### config.mk
export PLATFORM = sky130hd
export DESIGN_NAME = blk_lvl_servo
export DESIGN_NICKNAME = d
export VERILOG_FILES = /design/src/rtl/bls_pkg.sv /design/src/rtl/bls_line_seq.sv /design/src/rtl/bls_black_avg.sv /design/src/rtl/bls_line_acc.sv /design/src/rtl/bls_pix_offset.sv /design/src/rtl/blk_lvl_servo.sv
export SDC_FILE = /design/constraint.sdc
export NUM_CORES = 1
export LEC_CHECK = 0
export ABC_AREA = 1
export BUFFER_PORTS_ARGS = -buffer_cell sky130_fd_sc_hd__buf_4
export CAP_MARGIN = 10
export CORE_ASPECT_RATIO = 1.75
export CORE_MARGIN = 2
export CORE_UTILIZATION = 55
export CTS_BUF_LIST = sky130_fd_sc_hd__clkbuf_8
export DETAILED_ROUTE_END_ITERATION = 10
export PLACE_DENSITY_LB_ADDON = 0.12
export SKIP_CTS_REPAIR_TIMING = 1
export SYNTH_ARGS = -nofsm -noshare
export SYNTH_HDL_FRONTEND = slang
export SYNTH_SLANG_ARGS = --single-unit
export TNS_END_PERCENT = 5
### constraint.sdc
create_clock -name clk -period 8.25 [get_ports clk]
set_input_delay 0.825 -clock clk [delete_from_list [all_inputs] [get_ports clk]]
set_output_delay 0.825 -clock clk [all_outputs]
set_load 0.05 [all_outputs]
### src/rtl/bls_pkg.sv
// Shared types for the black level servo.
// Assumes: nothing beyond IEEE 1800-2017.
package bls_pkg;
    // Per-line measurement sequencer states.
    typedef enum logic [1:0] {
        SQ_IDLE   = 2'd0,
        SQ_WAIT   = 2'd1,
        SQ_SAMPLE = 2'd2
    } seq_state_e;
endpackage

### src/rtl/bls_line_seq.sv
// Line sequencer: finds the trailing sync edge, waits the programmed
// pixel delay, then raises a sample window of 2^(sel+1) pixels.
// Assumes: hsync is synchronous to clk; one run per line at most.
module bls_line_seq
    import bls_pkg::*;
#(
    parameter int DLY_W     = 16,
    parameter int AVG_SEL_W = 2
) (
    input  logic                 clk,
    input  logic                 rst_n,
    input  logic                 hsync,
    input  logic                 pll_coast,
    input  logic                 servo_en,
    input  logic                 coast_ok,
    input  logic [DLY_W-1:0]     cfg_delay,
    input  logic [AVG_SEL_W-1:0] cfg_avg_sel,
    output logic                 smp_en,
    output logic                 smp_first,
    output logic                 smp_last
);
    localparam int MAX_N  = 2 << ((1 << AVG_SEL_W) - 1);
    localparam int SCNT_W = $clog2(MAX_N);

    seq_state_e          state;
    logic                hs_q;
    logic                trail;
    logic                trig;
    logic [DLY_W-1:0]    dcnt;
    logic [SCNT_W-1:0]   scnt;
    logic [SCNT_W-1:0]   n_last;

    // Trailing edge of sync and run-start qualification.
    always_comb begin
        trail  = hs_q && !hsync;
        trig   = trail && servo_en && (!pll_coast || coast_ok) && (state == SQ_IDLE);
        n_last = SCNT_W'((32'd2 << cfg_avg_sel) - 32'd1);
    end

    // Window strobes for the averager.
    always_comb begin
        smp_en    = (state == SQ_SAMPLE);
        smp_first = (state == SQ_SAMPLE) && (scnt == '0);
        smp_last  = (state == SQ_SAMPLE) && (scnt == n_last);
    end

    // Sync history register.
    always_ff @(posedge clk) begin
        if (!rst_n) hs_q <= 1'b0;
        else        hs_q <= hsync;
    end

    // Delay and window state machine.
    always_ff @(posedge clk) begin
        if (!rst_n || !servo_en) begin
            state <= SQ_IDLE;
            dcnt  <= '0;
            scnt  <= '0;
        end else begin
            case (state)
                SQ_IDLE: begin
                    if (trig) begin
                        scnt <= '0;
                        if (cfg_delay == '0) begin
                            state <= SQ_SAMPLE;
                        end else begin
                            state <= SQ_WAIT;
                            dcnt  <= cfg_delay - 1'b1;
                        end
                    end
                end
                SQ_WAIT: begin
                    if (dcnt == '0) state <= SQ_SAMPLE;
                    else            dcnt  <= dcnt - 1'b1;
                end
                SQ_SAMPLE: begin
                    if (scnt == n_last) state <= SQ_IDLE;
                    else                scnt  <= scnt + 1'b1;
                end
                default: state <= SQ_IDLE;
            endcase
        end
    end

    // the window is only entered straight from idle when the delay is zero.
    a_r2_zero_delay_only: assert property (@(posedge clk) disable iff (!rst_n)
        (state == SQ_SAMPLE && $past(state) == SQ_IDLE) |-> ($past(cfg_delay) == '0));

    // a run never starts on a coasting line unless allowed.
    a_r5_coast_gate: assert property (@(posedge clk) disable iff (!rst_n)
        (state != SQ_IDLE && $past(state) == SQ_IDLE) |-> ($past(!pll_coast) || $past(coast_ok)));

    // a run starts only after sync was seen falling.
    a_r9_falling_start: assert property (@(posedge clk) disable iff (!rst_n)
        (state != SQ_IDLE && $past(state) == SQ_IDLE) |-> ($past(hs_q) && !$past(hsync)));
endmodule

### src/rtl/bls_black_avg.sv
// Black averager: sums the samples inside the window and divides by
// the window length with a right shift, one result per window.
// Assumes: window strobes come from bls_line_seq with the same select.
module bls_black_avg #(
    parameter int ADC_W     = 8,
    parameter int AVG_SEL_W = 2
) (
    input  logic                 clk,
    input  logic                 rst_n,
    input  logic [ADC_W-1:0]     adc_data,
    input  logic [AVG_SEL_W-1:0] cfg_avg_sel,
    input  logic                 smp_en,
    input  logic                 smp_first,
    input  logic                 smp_last,
    output logic                 avg_valid,
    output logic [ADC_W-1:0]     avg_val
);
    localparam int MAX_N = 2 << ((1 << AVG_SEL_W) - 1);
    localparam int SUM_W = ADC_W + $clog2(MAX_N) + 1;

    logic [SUM_W-1:0]     sum_q;
    logic [SUM_W-1:0]     sum_nxt;
    logic [AVG_SEL_W:0]   shamt;

    // Running sum including the current sample.
    always_comb begin
        sum_nxt = (smp_first ? '0 : sum_q) + SUM_W'(adc_data);
        shamt   = {1'b0, cfg_avg_sel} + 1'b1;
    end

    // Sum register and one-cycle result strobe.
    always_ff @(posedge clk) begin
        if (!rst_n) begin
            sum_q     <= '0;
            avg_valid <= 1'b0;
            avg_val   <= '0;
        end else begin
            avg_valid <= 1'b0;
            if (smp_en) begin
                sum_q <= sum_nxt;
                if (smp_last) begin
                    avg_valid <= 1'b1;
                    avg_val   <= ADC_W'(sum_nxt >> shamt);
                end
            end
        end
    end

    // each window closes with exactly one result strobe.
    a_r3_result_strobe: assert property (@(posedge clk) disable iff (!rst_n)
        (smp_en && smp_last) |=> avg_valid);

    // no result without a window closing the cycle before.
    a_r3_no_stray_result: assert property (@(posedge clk) disable iff (!rst_n)
        avg_valid |-> $past(smp_last));
endmodule

### src/rtl/bls_line_acc.sv
// Line accumulator and DAC stepper: collects per-line errors over
// 2^sel lines, averages them and moves the DAC code by a scaled step
// with saturation. Tracks the manual code while the servo is off.
// Assumes: avg_valid pulses at most once per line.
module bls_line_acc #(
    parameter int ADC_W     = 8,
    parameter int DAC_W     = 10,
    parameter int LN_SEL_W  = 3,
    parameter int TARGET    = 0,
    parameter int DAC_INIT  = 512
) (
    input  logic                 clk,
    input  logic                 rst_n,
    input  logic                 servo_en,
    input  logic                 half_range,
    input  logic [LN_SEL_W-1:0]  cfg_line_sel,
    input  logic [DAC_W-1:0]     man_code,
    input  logic                 avg_valid,
    input  logic [ADC_W-1:0]     avg_val,
    output logic [DAC_W-1:0]     dac_reg
);
    localparam int MAX_LINES = 1 << ((1 << LN_SEL_W) - 1);
    localparam int LCNT_W    = (MAX_LINES > 1) ? $clog2(MAX_LINES) : 1;
    localparam int ERR_W     = ADC_W + 2;
    localparam int ACC_W     = ERR_W + LCNT_W;
    localparam int STEP_W    = ERR_W + 3;
    localparam int SUM_W     = ((STEP_W > DAC_W) ? STEP_W : DAC_W) + 2;
    localparam logic signed [SUM_W-1:0] DAC_MAX_S = SUM_W'((1 << DAC_W) - 1);

    logic [LCNT_W-1:0]        lcnt;
    logic [LCNT_W-1:0]        l_last;
    logic signed [ACC_W-1:0]  acc_q;
    logic signed [ACC_W-1:0]  acc_nxt;
    logic signed [ACC_W-1:0]  acc_sh;
    logic signed [ERR_W-1:0]  err;
    logic signed [ERR_W-1:0]  mean;
    logic signed [STEP_W-1:0] step;
    logic signed [SUM_W-1:0]  dac_sum;
    logic [DAC_W-1:0]         dac_nxt;
    logic                     last_line;

    // Line error against the black target and running collection.
    always_comb begin
        err       = $signed({2'b00, avg_val}) - $signed(ERR_W'(TARGET));
        acc_nxt   = ((lcnt == '0) ? '0 : acc_q) + ACC_W'(err);
        l_last    = LCNT_W'((32'd1 << cfg_line_sel) - 32'd1);
        last_line = (lcnt == l_last);
    end

    // Mean error, step scaling by swing and saturating DAC sum.
    always_comb begin
        acc_sh  = acc_nxt >>> cfg_line_sel;
        mean    = ERR_W'(acc_sh);
        step    = half_range ? (STEP_W'(mean) <<< 3) : (STEP_W'(mean) <<< 2);
        dac_sum = $signed({{(SUM_W-DAC_W){1'b0}}, dac_reg}) + SUM_W'(step);
        if (dac_sum < 0)              dac_nxt = '0;
        else if (dac_sum > DAC_MAX_S) dac_nxt = DAC_W'(DAC_MAX_S);
        else                          dac_nxt = dac_sum[DAC_W-1:0];
    end

    // Collection, line counting and DAC code register.
    always_ff @(posedge clk) begin
        if (!rst_n) begin
            dac_reg <= DAC_W'(DAC_INIT);
            lcnt    <= '0;
            acc_q   <= '0;
        end else if (!servo_en) begin
            dac_reg <= man_code;
            lcnt    <= '0;
            acc_q   <= '0;
        end else if (avg_valid) begin
            if (last_line) begin
                dac_reg <= dac_nxt;
                lcnt    <= '0;
            end else begin
                acc_q <= acc_nxt;
                lcnt  <= lcnt + 1'b1;
            end
        end
    end

    // a non-negative step never lowers the code (no wrap at the top).
    a_r6_no_wrap_up: assert property (@(posedge clk) disable iff (!rst_n)
        (servo_en && avg_valid && last_line && step >= 0) |=> (dac_reg >= $past(dac_reg)));

    // a negative step never raises the code (no wrap at the bottom).
    a_r6_no_wrap_down: assert property (@(posedge clk) disable iff (!rst_n)
        (servo_en && avg_valid && last_line && step < 0) |=> (dac_reg <= $past(dac_reg)));

    // the code holds on every line that is not the last of its group.
    a_r4_hold_mid_group: assert property (@(posedge clk) disable iff (!rst_n)
        (servo_en && !(avg_valid && last_line)) |=> $stable(dac_reg));

    // with the servo off the register follows the manual code.
    a_r7_track_manual: assert property (@(posedge clk) disable iff (!rst_n)
        !servo_en |=> (dac_reg == $past(man_code)));
endmodule

### src/rtl/bls_pix_offset.sv
// Pixel path: adds the signed user offset with clamping while the servo
// runs, passes the sample unchanged otherwise; one register stage.
// Assumes: user offset is two's complement of the ADC width.
module bls_pix_offset #(
    parameter int ADC_W = 8
) (
    input  logic              clk,
    input  logic              rst_n,
    input  logic              servo_en,
    input  logic [ADC_W-1:0]  adc_data,
    input  logic [ADC_W-1:0]  user_off,
    output logic [ADC_W-1:0]  pix_out
);
    localparam int PW = ADC_W + 2;
    localparam logic signed [PW-1:0] PIX_MAX = PW'((1 << ADC_W) - 1);

    logic signed [PW-1:0] psum;
    logic [ADC_W-1:0]     pclamp;

    // Signed add and clamp to the pixel range.
    always_comb begin
        psum = $signed({2'b00, adc_data}) + $signed({{2{user_off[ADC_W-1]}}, user_off});
        if (psum < 0)            pclamp = '0;
        else if (psum > PIX_MAX) pclamp = '1;
        else                     pclamp = psum[ADC_W-1:0];
    end

    // Output register with mode select.
    always_ff @(posedge clk) begin
        if (!rst_n)        pix_out <= '0;
        else if (servo_en) pix_out <= pclamp;
        else               pix_out <= adc_data;
    end

    // full-scale input with a non-negative offset stays at full scale.
    a_r8_clamp_high: assert property (@(posedge clk) disable iff (!rst_n)
        $past(servo_en && adc_data == '1 && !user_off[ADC_W-1]) |-> (pix_out == '1));

    // zero input with a negative offset clamps to zero.
    a_r8_clamp_low: assert property (@(posedge clk) disable iff (!rst_n)
        $past(servo_en && adc_data == '0 && user_off[ADC_W-1]) |-> (pix_out == '0));

    // with the servo off the pixel is the previous sample.
    a_r8_bypass: assert property (@(posedge clk) disable iff (!rst_n)
        $past(!servo_en) |-> (pix_out == $past(adc_data)));
endmodule

### src/rtl/blk_lvl_servo.sv
// Top of the black level servo for one colour channel: sequencer,
// averager, line accumulator and pixel offset path, plus the manual
// DAC code select.
// Assumes: all inputs synchronous to the pixel clock.
module blk_lvl_servo #(
    parameter int ADC_W     = 8,
    parameter int DAC_W     = 10,
    parameter int DLY_W     = 16,
    parameter int AVG_SEL_W = 2,
    parameter int LN_SEL_W  = 3,
    parameter int TARGET    = 0,
    parameter int DAC_INIT  = 512
) (
    input  logic                   clk,
    input  logic                   rst_n,
    input  logic                   hsync,
    input  logic                   pll_coast,
    input  logic [ADC_W-1:0]       adc_data,
    input  logic                   cfg_servo_off,
    input  logic                   cfg_coast_ok,
    input  logic                   cfg_half_range,
    input  logic [DLY_W-1:0]       cfg_delay,
    input  logic [AVG_SEL_W-1:0]   cfg_avg_sel,
    input  logic [LN_SEL_W-1:0]    cfg_line_sel,
    input  logic [ADC_W-1:0]       cfg_user_off,
    input  logic [ADC_W-1:0]       cfg_man_hi,
    input  logic [DAC_W-ADC_W-1:0] cfg_man_lo,
    output logic [DAC_W-1:0]       dac_code,
    output logic [ADC_W-1:0]       pix_out
);
    logic             servo_en;
    logic             smp_en;
    logic             smp_first;
    logic             smp_last;
    logic             avg_valid;
    logic [ADC_W-1:0] avg_val;
    logic [DAC_W-1:0] man_code;
    logic [DAC_W-1:0] dac_reg;

    // Mode decode and manual code assembly.
    always_comb begin
        servo_en = !cfg_servo_off;
        man_code = {cfg_man_hi, cfg_man_lo};
        dac_code = servo_en ? dac_reg : man_code;
    end

    bls_line_seq #(.DLY_W(DLY_W), .AVG_SEL_W(AVG_SEL_W)) seq_i (
        .clk(clk), .rst_n(rst_n), .hsync(hsync), .pll_coast(pll_coast),
        .servo_en(servo_en), .coast_ok(cfg_coast_ok), .cfg_delay(cfg_delay),
        .cfg_avg_sel(cfg_avg_sel), .smp_en(smp_en), .smp_first(smp_first),
        .smp_last(smp_last)
    );

    bls_black_avg #(.ADC_W(ADC_W), .AVG_SEL_W(AVG_SEL_W)) avg_i (
        .clk(clk), .rst_n(rst_n), .adc_data(adc_data), .cfg_avg_sel(cfg_avg_sel),
        .smp_en(smp_en), .smp_first(smp_first), .smp_last(smp_last),
        .avg_valid(avg_valid), .avg_val(avg_val)
    );

    bls_line_acc #(.ADC_W(ADC_W), .DAC_W(DAC_W), .LN_SEL_W(LN_SEL_W),
                   .TARGET(TARGET), .DAC_INIT(DAC_INIT)) acc_i (
        .clk(clk), .rst_n(rst_n), .servo_en(servo_en), .half_range(cfg_half_range),
        .cfg_line_sel(cfg_line_sel), .man_code(man_code), .avg_valid(avg_valid),
        .avg_val(avg_val), .dac_reg(dac_reg)
    );

    bls_pix_offset #(.ADC_W(ADC_W)) pix_i (
        .clk(clk), .rst_n(rst_n), .servo_en(servo_en), .adc_data(adc_data),
        .user_off(cfg_user_off), .pix_out(pix_out)
    );

    // manual mode shows the user code in the same cycle.
    a_r7_manual_out: assert property (@(posedge clk) disable iff (!rst_n)
        cfg_servo_off |-> (dac_code == {cfg_man_hi, cfg_man_lo}));
endmodule

---- After elaboration in Yosys (flattened, before gate mapping) ----
Index checks and enable logic that the tools add are counted.
operators by class
  shift operators ......................... 4
  reductions and logical operators ........ 29
  bitwise operators ....................... 2
  add/subtract/negate cells ............... 11
  equal/unequal tests ..................... 10
  mux-type cells .......................... 26
  order comparisons ....................... 4
operators with widths
  cell                     count
  $mux W10                 6
  $mux W16                 3
  $logic_not A16 Y1        2
  $pmux W16 S2             1
  $sub A16 B1 Y16 const B  2
  $mux W8                  3
  $add A17 B8 Y17          1
  $mux W17                 1
  $sshr A17 B3 Y10         1
  $add A11 B13 Y14         1
  $gt A14 B11 Y1 const B   1
  $lt A14 B1 Y1 const B    1
  $add A13 B8 Y13          1
  $mux W13                 1
  $shr A13 B3 Y8           1
  $mux W12                 1
  $add A9 B8 Y10           1
  $gt A10 B9 Y1 const B    1
  $lt A10 B1 Y1 const B    1
  $mux W2                  4
  $mux W4                  2
  $ne A2 B2 Y1 const B     4
  $pmux W4 S2              1
  $reduce_and A2 Y1        4
  26 further kinds         41
word-level totals
  input port bits ......................... 54
  word-level logic and storage cells ...... 97
  register bits ........................... 87
  output and inout bits ................... 18

---- Depth between registers and ports, before layout ----
Gate-level depths: netlist of the first run.
  depth in word-level cells ............... 12
  gate-level depth with buffers ........... 44
  depth with buffers taken out ............ 42

---- Cells and area by module ----
Synthesis of the first run repeated with hierarchy kept, for this count alone.
second synthesis, totals
  cell total of the unflattened synthesis .. 1,289
  area total of the unflattened synthesis .. 7,748.7 um^2
modules (own cells, without submodules)
  module          sequential area each (um^2)  times used  area each (um^2)  cells an instance
  bls_line_acc    680.7                        1           3,289.4           522
  bls_line_seq    460.4                        1           1,961.9           352
  bls_black_avg   420.4                        1           1,576.5           263
  bls_pix_offset  160.2                        1           785.8             119
  blk_lvl_servo   0.0                          1           135.1             33

---- Least setup slack after synthesis of the first run ----
No wires, ideal clock.
  path kind ............................... reg2reg
  start point ............................. register acc_i.lcnt[0]
  end point ............................... register acc_i.dac_reg[4]
  arrival ................................. 4.540 ns
  period minus slack after synthesis ...... 4.658 ns
  setup time .............................. 0.118 ns
  path buffers ............................ 2
  stages on the path, launching flop included .. 43
  slack ................................... 3.592 ns
  required time ........................... 8.132 ns
  cell sequence ........................... dfxtp_1 -> inv_1 -> ha_1 -> inv_1 -> nor2_1 -> nand3_4 -> buf_8 -> buf_6 -> nand2_1 -> inv_1 -> ha_1 -> inv_1 -> fa_1 -> inv_1 -> nand2_1 -> nand2_1 -> nand2_1 -> nor2_1 -> [... 7 more ...] -> o21ai_0 -> ha_1 -> a21oi_1 -> nand2_1 -> a21oi_1 -> o21bai_1 -> nand3_1 -> nand2_1 -> a21o_1 -> nand3_2 -> nand2_1 -> nand2_1 -> nor2_2 -> nand2_2 -> nand2_2 -> nand2_1 -> nand2_1 -> a21oi_2
between the ends
  longest elaborated chain between the ends .. 12
  elaborated cells on any way between the ends .. 16
  classes of those cells .................. add/sub: 2; order compare: 2; eq/ne: 1; shift: 1; mux: 7; reduce/logical: 3
ends and longest elaborated chain
  element                   line                text
  start: declaration        bls_line_acc.sv:30  logic [LCNT_W-1:0] lcnt;
  start signal: assignment  bls_line_acc.sv:77  lcnt <= lcnt + 1'b1;
  $logic_not A7 Y1          bls_line_acc.sv:45  acc_nxt = ((lcnt == '0) ? '0 : acc_q) + ACC_W'(err);
  $mux W17                  bls_line_acc.sv:45
  $add A17 B8 Y17           bls_line_acc.sv:45
  $sshr A17 B3 Y10          bls_line_acc.sv:52  acc_sh = acc_nxt >>> cfg_line_sel;
  $mux W12                  bls_line_acc.sv:54  step = half_range ? (STEP_W'(mean) <<< 3) : (STEP_W'(mean) <<< 2);
  $add A11 B13 Y14          bls_line_acc.sv:55  dac_sum = $signed({{(SUM_W-DAC_W){1'b0}}, dac_reg}) + SUM_W'(step);
  $gt A14 B11 Y1            bls_line_acc.sv:57  else if (dac_sum > DAC_MAX_S) dac_nxt = DAC_W'(DAC_MAX_S);
  $mux W10                  bls_line_acc.sv:57
  $mux W10                  bls_line_acc.sv:56  if (dac_sum < 0) dac_nxt = '0;
  $mux W10                  bls_line_acc.sv:72  if (last_line) begin
  $mux W10                  bls_line_acc.sv:71  end else if (avg_valid) begin
  $mux W10                  bls_line_acc.sv:67  end else if (!servo_en) begin
  end signal: assignment    bls_line_acc.sv:64  dac_reg <= DAC_W'(DAC_INIT);
  end signal: assignment    bls_line_acc.sv:68  dac_reg <= man_code;
  end signal: assignment    bls_line_acc.sv:73  dac_reg <= dac_nxt;
  end: declaration          bls_line_acc.sv:20  output logic [DAC_W-1:0] dac_reg
Several ways; a longest one is shown, not always the timed one. The select of a mux whose other input is x is not followed.
A chain may end at the register's enable or synchronous reset.

---- Worst setup path after layout of the first run ----
  start point ............................. register acc_i.lcnt[1]
  end point ............................... register acc_i.dac_reg[3]
Same word-level chain as after synthesis.

==> results.cfg, run 1 <==
[clocking]
cts.sinks = 86
cts_tree = built
path_clk_slew_ns = 0.09
worstSkewPairLatency_ns = 0.36
cts-root-buf = clkbuf_8
cts_buffer_depth = 2
numCtsBuffers = 9
htreeDepth = 3

[timing]
setup_violations = 0
final.setup.worst_slack_ns = 2.94
skew_ns = 0.0134
final_max_slew_viol_count = 0
whs_ns = 0.460
final-hold-violation-count = 0
tightest_slew_ns = 1.13
relSlewSlack = 0.246
tns_ns = 0
fin_crit_sh = 0.643
rsz0062_at_grt = no
period_minus_slack_ns = 5.31
max_freq_mhz = 188

[place]
dp_hpwl_um = 13900
placed_area_sq_um = 7570
place_ws_ns = 3.01
gp_congestion = 0.989
place_inst = 1300
place.port_buffers = 71

[layout]
largest_register = acc_i.acc_q
reg_top3 = acc_i.acc_q (17), seq_i.dcnt (16), avg_i.sum_q (12)
syn_to_final_growth_pct = 11.1
largest_reg_flops = 17
fin_cells = 1315
drive_gt1_frac = 0.122
nNetsFinal = 1241
final_design_area_no_fill_sq_um = 7780
antenna_cells = 0

[yosys]
ys_types = 52
avgSynthCellArea_sq_um = 6.39
synth_ff_type = dfxtp_1
ys_ff_latch = 86
syn_area_sq_um = 7000
yosysSeqAreaShare = 0.246
synth_fp_nets = 1194
synth-edff-count = 0
ys_warn_count = 0
synthesis.instances = 1096
synthArstFlopShare = 0

[detailed_routing]
via_count = 7141
finalWirelength_um = 17500
viasPerCell = 5.43
final_antenna_net_count = 0
drt-initial-drc-count = 221
wl_per_cell_um = 13.3
post-route-drc-count = 0
firstDrtPassIters = 5

[global_route]
grt_pass1_wl_um = 29500
grt-ovfl-total = 0
grt_start_max_net_pins = 37
grt_antenna_before_repair = 0
grt_pass1_vias = 6892
grt_usage = 0.267

[critical_path]
critPathArrivalTime_ns = 5.51
critical_path_required_ns = 8.45
cp_max_fo = 27
critPathKind = reg -> reg
max_stage_delay_ns = 0.41
timing.critical_path.to_type = flop
critPathSlowestCell = dfxtp_1
crit_top_cell = nand2_1
worst_setup_path_start_kind = flop

[power]
cellPowerDensity_nw_per_um2 = 125
irDropWorstVdd_mv = 0.125
p_leak_nw = 3.82

[status]
status = completed

[min_path]
min_path_type = reg -> reg

[die]
dieWidth_um = 89.3
coreArea_sq_um = 12400
die_area_sq_um = 13700
fp.dieH_um = 153
initial_core_util = 0.563
rows = 54
num_io_pins = 72

[job]
drv_cap = 0
where the power goes:
| part | switching (W) | internal (W) |
|---|---|---|
| Combinational | 0.000143 | 0.0000840 |
| Clock | 0.000154 | 0.000167 |
| Sequential | 0.00000451 | 0.000423 |
worst max-delay path, delay by kind of cell, from the launching register on:
family                     cells  cell delay (ns)
DFF                            1             0.41
buffers and inverters          5             0.30
xor gates and xnor gates       1             0.24
adders and majority gates      4             0.93
AOI/OAI and AO/OA              9             1.36
and+or+nand+nor               21             1.92
final timing paths:
check                                     from                to  slack [ns]  cells past startpoint
worst min register to register  avg_i.sum_q[0]    avg_i.sum_q[0]        0.46                      2
worst max-delay path             acc_i.lcnt[1]  acc_i.dac_reg[3]        2.94                     40
worst max register to register   acc_i.lcnt[1]  acc_i.dac_reg[3]        2.94                     40
worst min-delay path            avg_i.sum_q[0]    avg_i.sum_q[0]        0.46                      2
metrics by stage:
step | power, W | utilization
2_1_floorplan | 0.000598 | -
3_3_place_gp | 0.000663 | 0.609
3_5_place_dp | 0.000665 | 0.609
4_1_cts | 0.000983 | 0.626
5_1_grt | 0.00102 | 0.626
6_report | 0.000976 | 0.626
per-layer routing:
metal,up-vias,global-route usage,share of wire
met2,127,0.505,0.55
met3,48,0.0394,0.025
met1,3263,0.273,0.38
met5,-,0,0
met4,0,0.119,0.039
li1,3703,-,-
cells by family (layout without fill, tap and decap cells):
kind of cell | after synthesis | after routing | synth area share
multiplexers | 3 | 3 | 0.00429
adder cells (fa/ha/maj) | 44 | 44 | 0.0829
AND/OR/NAND/NOR | 503 | 503 | 0.327
XOR/XNOR | 36 | 36 | 0.0450
buffers and inverters | 192 | 243 | 0.110
AO/OA/AOI/OAI | 232 | 232 | 0.185
flip-flops | 86 | 86 | 0.246
cells in the final DEF (no fill, tap or decap), drive strengths merged, types with 10 or more instances in the layout:
cell type  netlist  layout
a21oi           79      79
a31oi           14      14
buf             12      73
dfxtp           86      86
ha              40      40
inv            154     155
nand2          272     272
nand3          100     100
nand4           13      13
nor2            87      87
o211ai          10      10
o21ai          102     102
xnor2           17      17
xor2            19      19
area by class of cell:
class	count	area, sq um
Clock buffer	9	124
Clock inverter	6	78.8
Fill cell	1291	4660
Inverter	155	582
Multi-Input combinational cell	818	4510
Sequential cell	86	1720
Tap cell	168	210
Timing Repair Buffer	73	548
Yosys cell counts, types with 3 or more instances:
cell        n  area [sq um]
nand3_2    10           100
xnor2_1    17           149
buf_6       3          33.8
nand3_1    89           445
nor3_1      4          20.0
nand2_1   257           965
a21oi_1    78           390
o21bai_1    8          60.1
nor2_1     76           285
nor4_1      6          37.5
fa_1        4          80.1
inv_1     152           571
a31oi_1    14          87.6
o21ai_1     7          35.0
mux2i_1     3          30.0
buf_2       6          30.0
clkbuf_1   24          90.1
or2_2       7          43.8
o22ai_1     3          18.8
ha_1       40           500
dfxtp_1    86          1720
xor2_1     19           166
nand2_2    13          81.3
nor3_2      3          30.0
o211ai_1   10          75.1
nor2_2     10          62.6
nand4_1    13          81.3
a211oi_1    3          22.5
o31ai_1     4          30.0
o21ai_0    94           470
nand3b_1    4          30.0
Note: power is estimated with default switching activity, not from simulation.
==> run 2: changes to the inputs <==
==> constraint.sdc (replaced) <==
create_clock -name clk -period 5.1 [get_ports clk]
set_input_delay 0.51 -clock clk [delete_from_list [all_inputs] [get_ports clk]]
set_output_delay 0.51 -clock clk [all_outputs]
set_load 0.05 [all_outputs]
==> results.cfg, run 2 (synthesis results as in run 1) <==
[detailed_routing]
finalWirelength_um = 18000
firstDrtPassIters = 4
final_antenna_net_count = 0
drt-initial-drc-count = 215
via_count = 7186
wl_per_cell_um = 13.6
viasPerCell = 5.41
post-route-drc-count = 0

[power]
p_leak_nw = 3.90
power_w = 0.00161
cellPowerDensity_nw_per_um2 = 202
irDropWorstVdd_mv = 0.175

[global_route]
grt_usage = 0.270
grt_pass1_wl_um = 29800
grt_use_met2 = 0.514
met1_usage = 0.276
met3_usage = 0.0308
grt_antenna_before_repair = 0
grt_start_max_net_pins = 37
grt_pass1_vias = 6965
grt-ovfl-total = 0
grt_busiest_layer = met2

[clocking]
cts_tree = built
worstSkewPairLatency_ns = 0.37
cts_buffer_depth = 2
cts-root-buf = clkbuf_8
path_clk_slew_ns = 0.09
htreeDepth = 3
numCtsBuffers = 9
cts.sinks = 86

[critical_path]
crit_top_cell = nand2_1
critical_path_required_ns = 5.35
critPathKind = reg -> reg
critPathSlowestCell = ha_2
timing.critical_path.to_type = flop
worst-r2r-cell-count = 39
worst_setup_path_start_kind = flop
cp_max_fo = 7
max_stage_delay_ns = 0.38
critPathArrivalTime_ns = 5.01

[layout]
layout_common_cells = nand2_1 (250), inv_1 (151), nand3_1 (87), o21ai_0 (87), buf_4 (85)
drive_gt1_frac = 0.152
finish.utilization = 0.642
final_common_cell = nand2_1
nNetsFinal = 1254
antenna_cells = 0
syn_to_final_growth_pct = 13.9
nFillCells = 1273
reg_top3 = acc_i.acc_q (17), seq_i.dcnt (16), avg_i.sum_q (12)
final_design_area_no_fill_sq_um = 7980
largest_register = acc_i.acc_q
largest_reg_flops = 17

[timing]
max_freq_mhz = 210
final-hold-violation-count = 0
fin_crit_sh = 0.933
final_max_slew_viol_count = 0
relSlewSlack = 0.352
tightest_slew_ns = 0.948
skew_ns = 0.0106
period_minus_slack_ns = 4.76
setup_violations = 0

[die]
fp.dieH_um = 153
die_area_sq_um = 13700
num_io_pins = 72
dieWidth_um = 89.3
initial_core_util = 0.563
coreArea_sq_um = 12400
rows = 54

[place]
place.port_buffers = 71
placed_area_sq_um = 7610
gp_congestion = 0.924
dp_hpwl_um = 14000

[job]
drv_cap = 0

[status]
status = completed

[min_path]
whs_path_depth = 3
min_path_type = in -> reg
[run 2: changes by cell type in the layout (fill, tap and decap cells not counted), sizes merged]
cell / delta
buf: +12
inv: +1
nand3: +1
clkinvlp: +2
clkinv: -3
[run 2: cell type report]
cell class                 count  area [sq um]  area share
timing repair buffer          85           638      0.0800
clock buffer                   9           124      0.0155
clock inverter                 6          87.6      0.0110
inverter                     155           582      0.0729
tap                          168           210      0.0263
sequential                    86          1730       0.216
multi-input combinational    819          4610       0.578
[run 2: final timing paths]
kind / start / end / slack [ns]
worst min-delay path: hsync / seq_i.hs_q / 0.32
worst max register to register: acc_i.lcnt[0] / acc_i.dac_reg[4] / 0.34
worst min register to register: avg_i.sum_q[0] / avg_i.sum_q[0] / 0.46
worst max-delay path: acc_i.lcnt[0] / acc_i.dac_reg[4] / 0.34
[run 2: report_power, final]
part           switching (W)  internal [W]
clock network       0.000261      0.000273
registers         0.00000691      0.000684
logic               0.000239      0.000143
total               0.000507       0.00110
[run 2: stage by stage]
step / std cells / TNS, ns / hold slack [ns] / worst slack [ns]
finish: 1328 / 0 / 0.321 / 0.340
CTS: 1320 / 0 / 0.312 / 0.146
detailed placement: 1305 / 0 / 0.453 / 0.173
global placement: 1305 / 0 / 0.444 / 0.364
floorplan: 1096 / 0 / 0.430 / 0.442
global route: 1328 / -0.641 / 0.340 / -0.0843
[run 2: routing by layer]
layer  share of wire  wire length [um]
met1            0.37              6740
met2            0.55              9920
met3           0.028               504
met4           0.047               854
met5               0                 0
[run 2: critical path: cells and delay by family, from the launching register on]
family / cells / cell delay (ns)
adder cells (fa/ha/maj): 3 / 0.92
buffers and inverters: 4 / 0.28
AO/OA/AOI/OAI: 7 / 0.73
flip-flops: 1 / 0.34
AND/OR/NAND/NOR: 25 / 2.35
==> run 3: changes to the inputs <==
--- a/config.mk
+++ b/config.mk
@@ -9,11 +9,11 @@
 export BUFFER_PORTS_ARGS = -buffer_cell sky130_fd_sc_hd__buf_4
 export CAP_MARGIN = 10
 export CORE_ASPECT_RATIO = 1.75
-export CORE_MARGIN = 2
 export CORE_UTILIZATION = 55
 export CTS_BUF_LIST = sky130_fd_sc_hd__clkbuf_8
 export DETAILED_ROUTE_END_ITERATION = 10
 export PLACE_DENSITY_LB_ADDON = 0.12
+export SETUP_SLACK_MARGIN = 0.1
 export SKIP_CTS_REPAIR_TIMING = 1
 export SYNTH_ARGS = -nofsm -noshare
 export SYNTH_HDL_FRONTEND = slang
==> results.cfg, run 3 (synthesis results as in run 1) <==
[status]
status = completed

[timing]
final.setup.worst_slack_ns = 0.224
relSlewSlack = 0.207
whs_ns = 0.312
skew_ns = 0.0216
max_freq_mhz = 205
tightest_slew_ns = 1.19
final-hold-violation-count = 0
tns_ns = 0
fin_crit_sh = 0.956
rsz0062_at_grt = yes
setup_violations = 0
final_max_slew_viol_count = 0
period_minus_slack_ns = 4.88

[layout]
multiInputGateArea_sq_um = 4730
largest_reg_flops = 17
reg_top3 = acc_i.acc_q (17), seq_i.dcnt (16), avg_i.sum_q (12)
drive_gt1_frac = 0.178
final_common_cell = nand2_1
antenna_cells = 0
ff_latch_area_sq_um = 1720
nFillCells = 1256
final_design_area_no_fill_sq_um = 8110
layout_common_cells = nand2_1 (241), inv_1 (148), buf_4 (89), o21ai_0 (87), nand3_1 (86)
syn_to_final_growth_pct = 15.8
nNetsFinal = 1258
largest_register = acc_i.acc_q

[detailed_routing]
post-route-drc-count = 0
via_count = 7303
drt-initial-drc-count = 344
final_antenna_net_count = 0
wl_per_cell_um = 14.0
finalWirelength_um = 18600
firstDrtPassIters = 5
viasPerCell = 5.48

[global_route]
grt_pass1_wl_um = 29300
grt-ovfl-total = 0
grt_antenna_before_repair = 0
grt_usage = 0.282
grt_pass1_vias = 6775
grt_start_max_net_pins = 37

[place]
dp_hpwl_um = 14100
place.port_buffers = 71
gp_congestion = 0.921
placed_area_sq_um = 7600
place_ws_ns = 0.0652

[min_path]
min_path_type = in -> reg

[critical_path]
critPathArrivalTime_ns = 5.09
timing.critical_path.to_type = flop
critPathKind = reg -> reg
critical_path_required_ns = 5.32
cp_max_fo = 7
critPathSlowestCell = ha_1
crit_top_cell = nand2_1
max_stage_delay_ns = 0.41
worst_setup_path_start_kind = flop

[power]
combinationalPowerShare = 0.247
p_int_w = 0.00105
p_seq_frac = 0.441
cellPowerDensity_nw_per_um2 = 193
p_leak_nw = 3.92
clockPowerShare = 0.311
irDropWorstVdd_mv = 0.180
power_switching_share = 0.327
power.switching_w = 0.000513

[die]
num_io_pins = 72
fp.dieH_um = 151
coreArea_sq_um = 12400
initial_core_util = 0.563
dieWidth_um = 87.3
rows = 54
die_area_sq_um = 13200

[clocking]
numCtsBuffers = 9
cts.sinks = 86
cts-root-buf = clkbuf_8
worstSkewPairLatency_ns = 0.38
cts_tree = built
htreeDepth = 3
cts_buffer_depth = 2
path_clk_slew_ns = 0.10

[job]
drv_cap = 0
## run 3: layer usage
layer | share of wire | global-route usage
met1 | 0.37 | 0.276
met2 | 0.55 | 0.554
met3 | 0.034 | 0.0365
met4 | 0.045 | 0.152
met5 | 0 | 0
## run 3: path summary, 6_finish.rpt
check	from	endpoint	slack, ns	depth (start not counted)
worst min-delay path	hsync	seq_i.hs_q	0.31	3
worst max register to register	acc_i.lcnt[1]	acc_i.dac_reg[6]	0.22	38
worst min register to register	avg_i.sum_q[0]	avg_i.sum_q[0]	0.46	2
worst max-delay path	acc_i.lcnt[1]	acc_i.dac_reg[6]	0.22	38
## run 3: cell type report
cell class	instances	share of cell area
Inverter	155	0.0720
Clock inverter	7	0.00833
Sequential cell	86	0.213
Clock buffer	9	0.0153
Multi-Input combinational cell	819	0.583
Timing Repair Buffer	89	0.0824
Tap cell	168	0.0259
## run 3: power groups by stage
stage / Combinational (W) / Clock (W) / Sequential [W]
6_report: 0.000388 / 0.000488 / 0.000692
2_1_floorplan: 0.000244 / 0 / 0.000723
3_3_place_gp: 0.000366 / 0 / 0.000708
3_5_place_dp: 0.000368 / 0 / 0.000707
5_1_grt: 0.000431 / 0.000518 / 0.000694
4_1_cts: 0.000370 / 0.000498 / 0.000692
## run 3: critical path: cells and delay by family, from the launching register on
family                   cells  cell delay, ns
AO/OA/AOI/OAI                7            0.67
buffers and inverters        6            0.54
flip-flops                   1            0.34
AND/OR/NAND/NOR             22            2.31
adder cells (fa/ha/maj)      3            0.84
## run 3: stage by stage
step           cells  utilization  total power [W]
2_1_floorplan   1096            -         0.000967
5_1_grt         1333        0.652          0.00164
4_1_cts         1320        0.627          0.00156
3_3_place_gp    1304        0.612          0.00107
6_report        1333        0.652          0.00157
3_5_place_dp    1304        0.612          0.00108
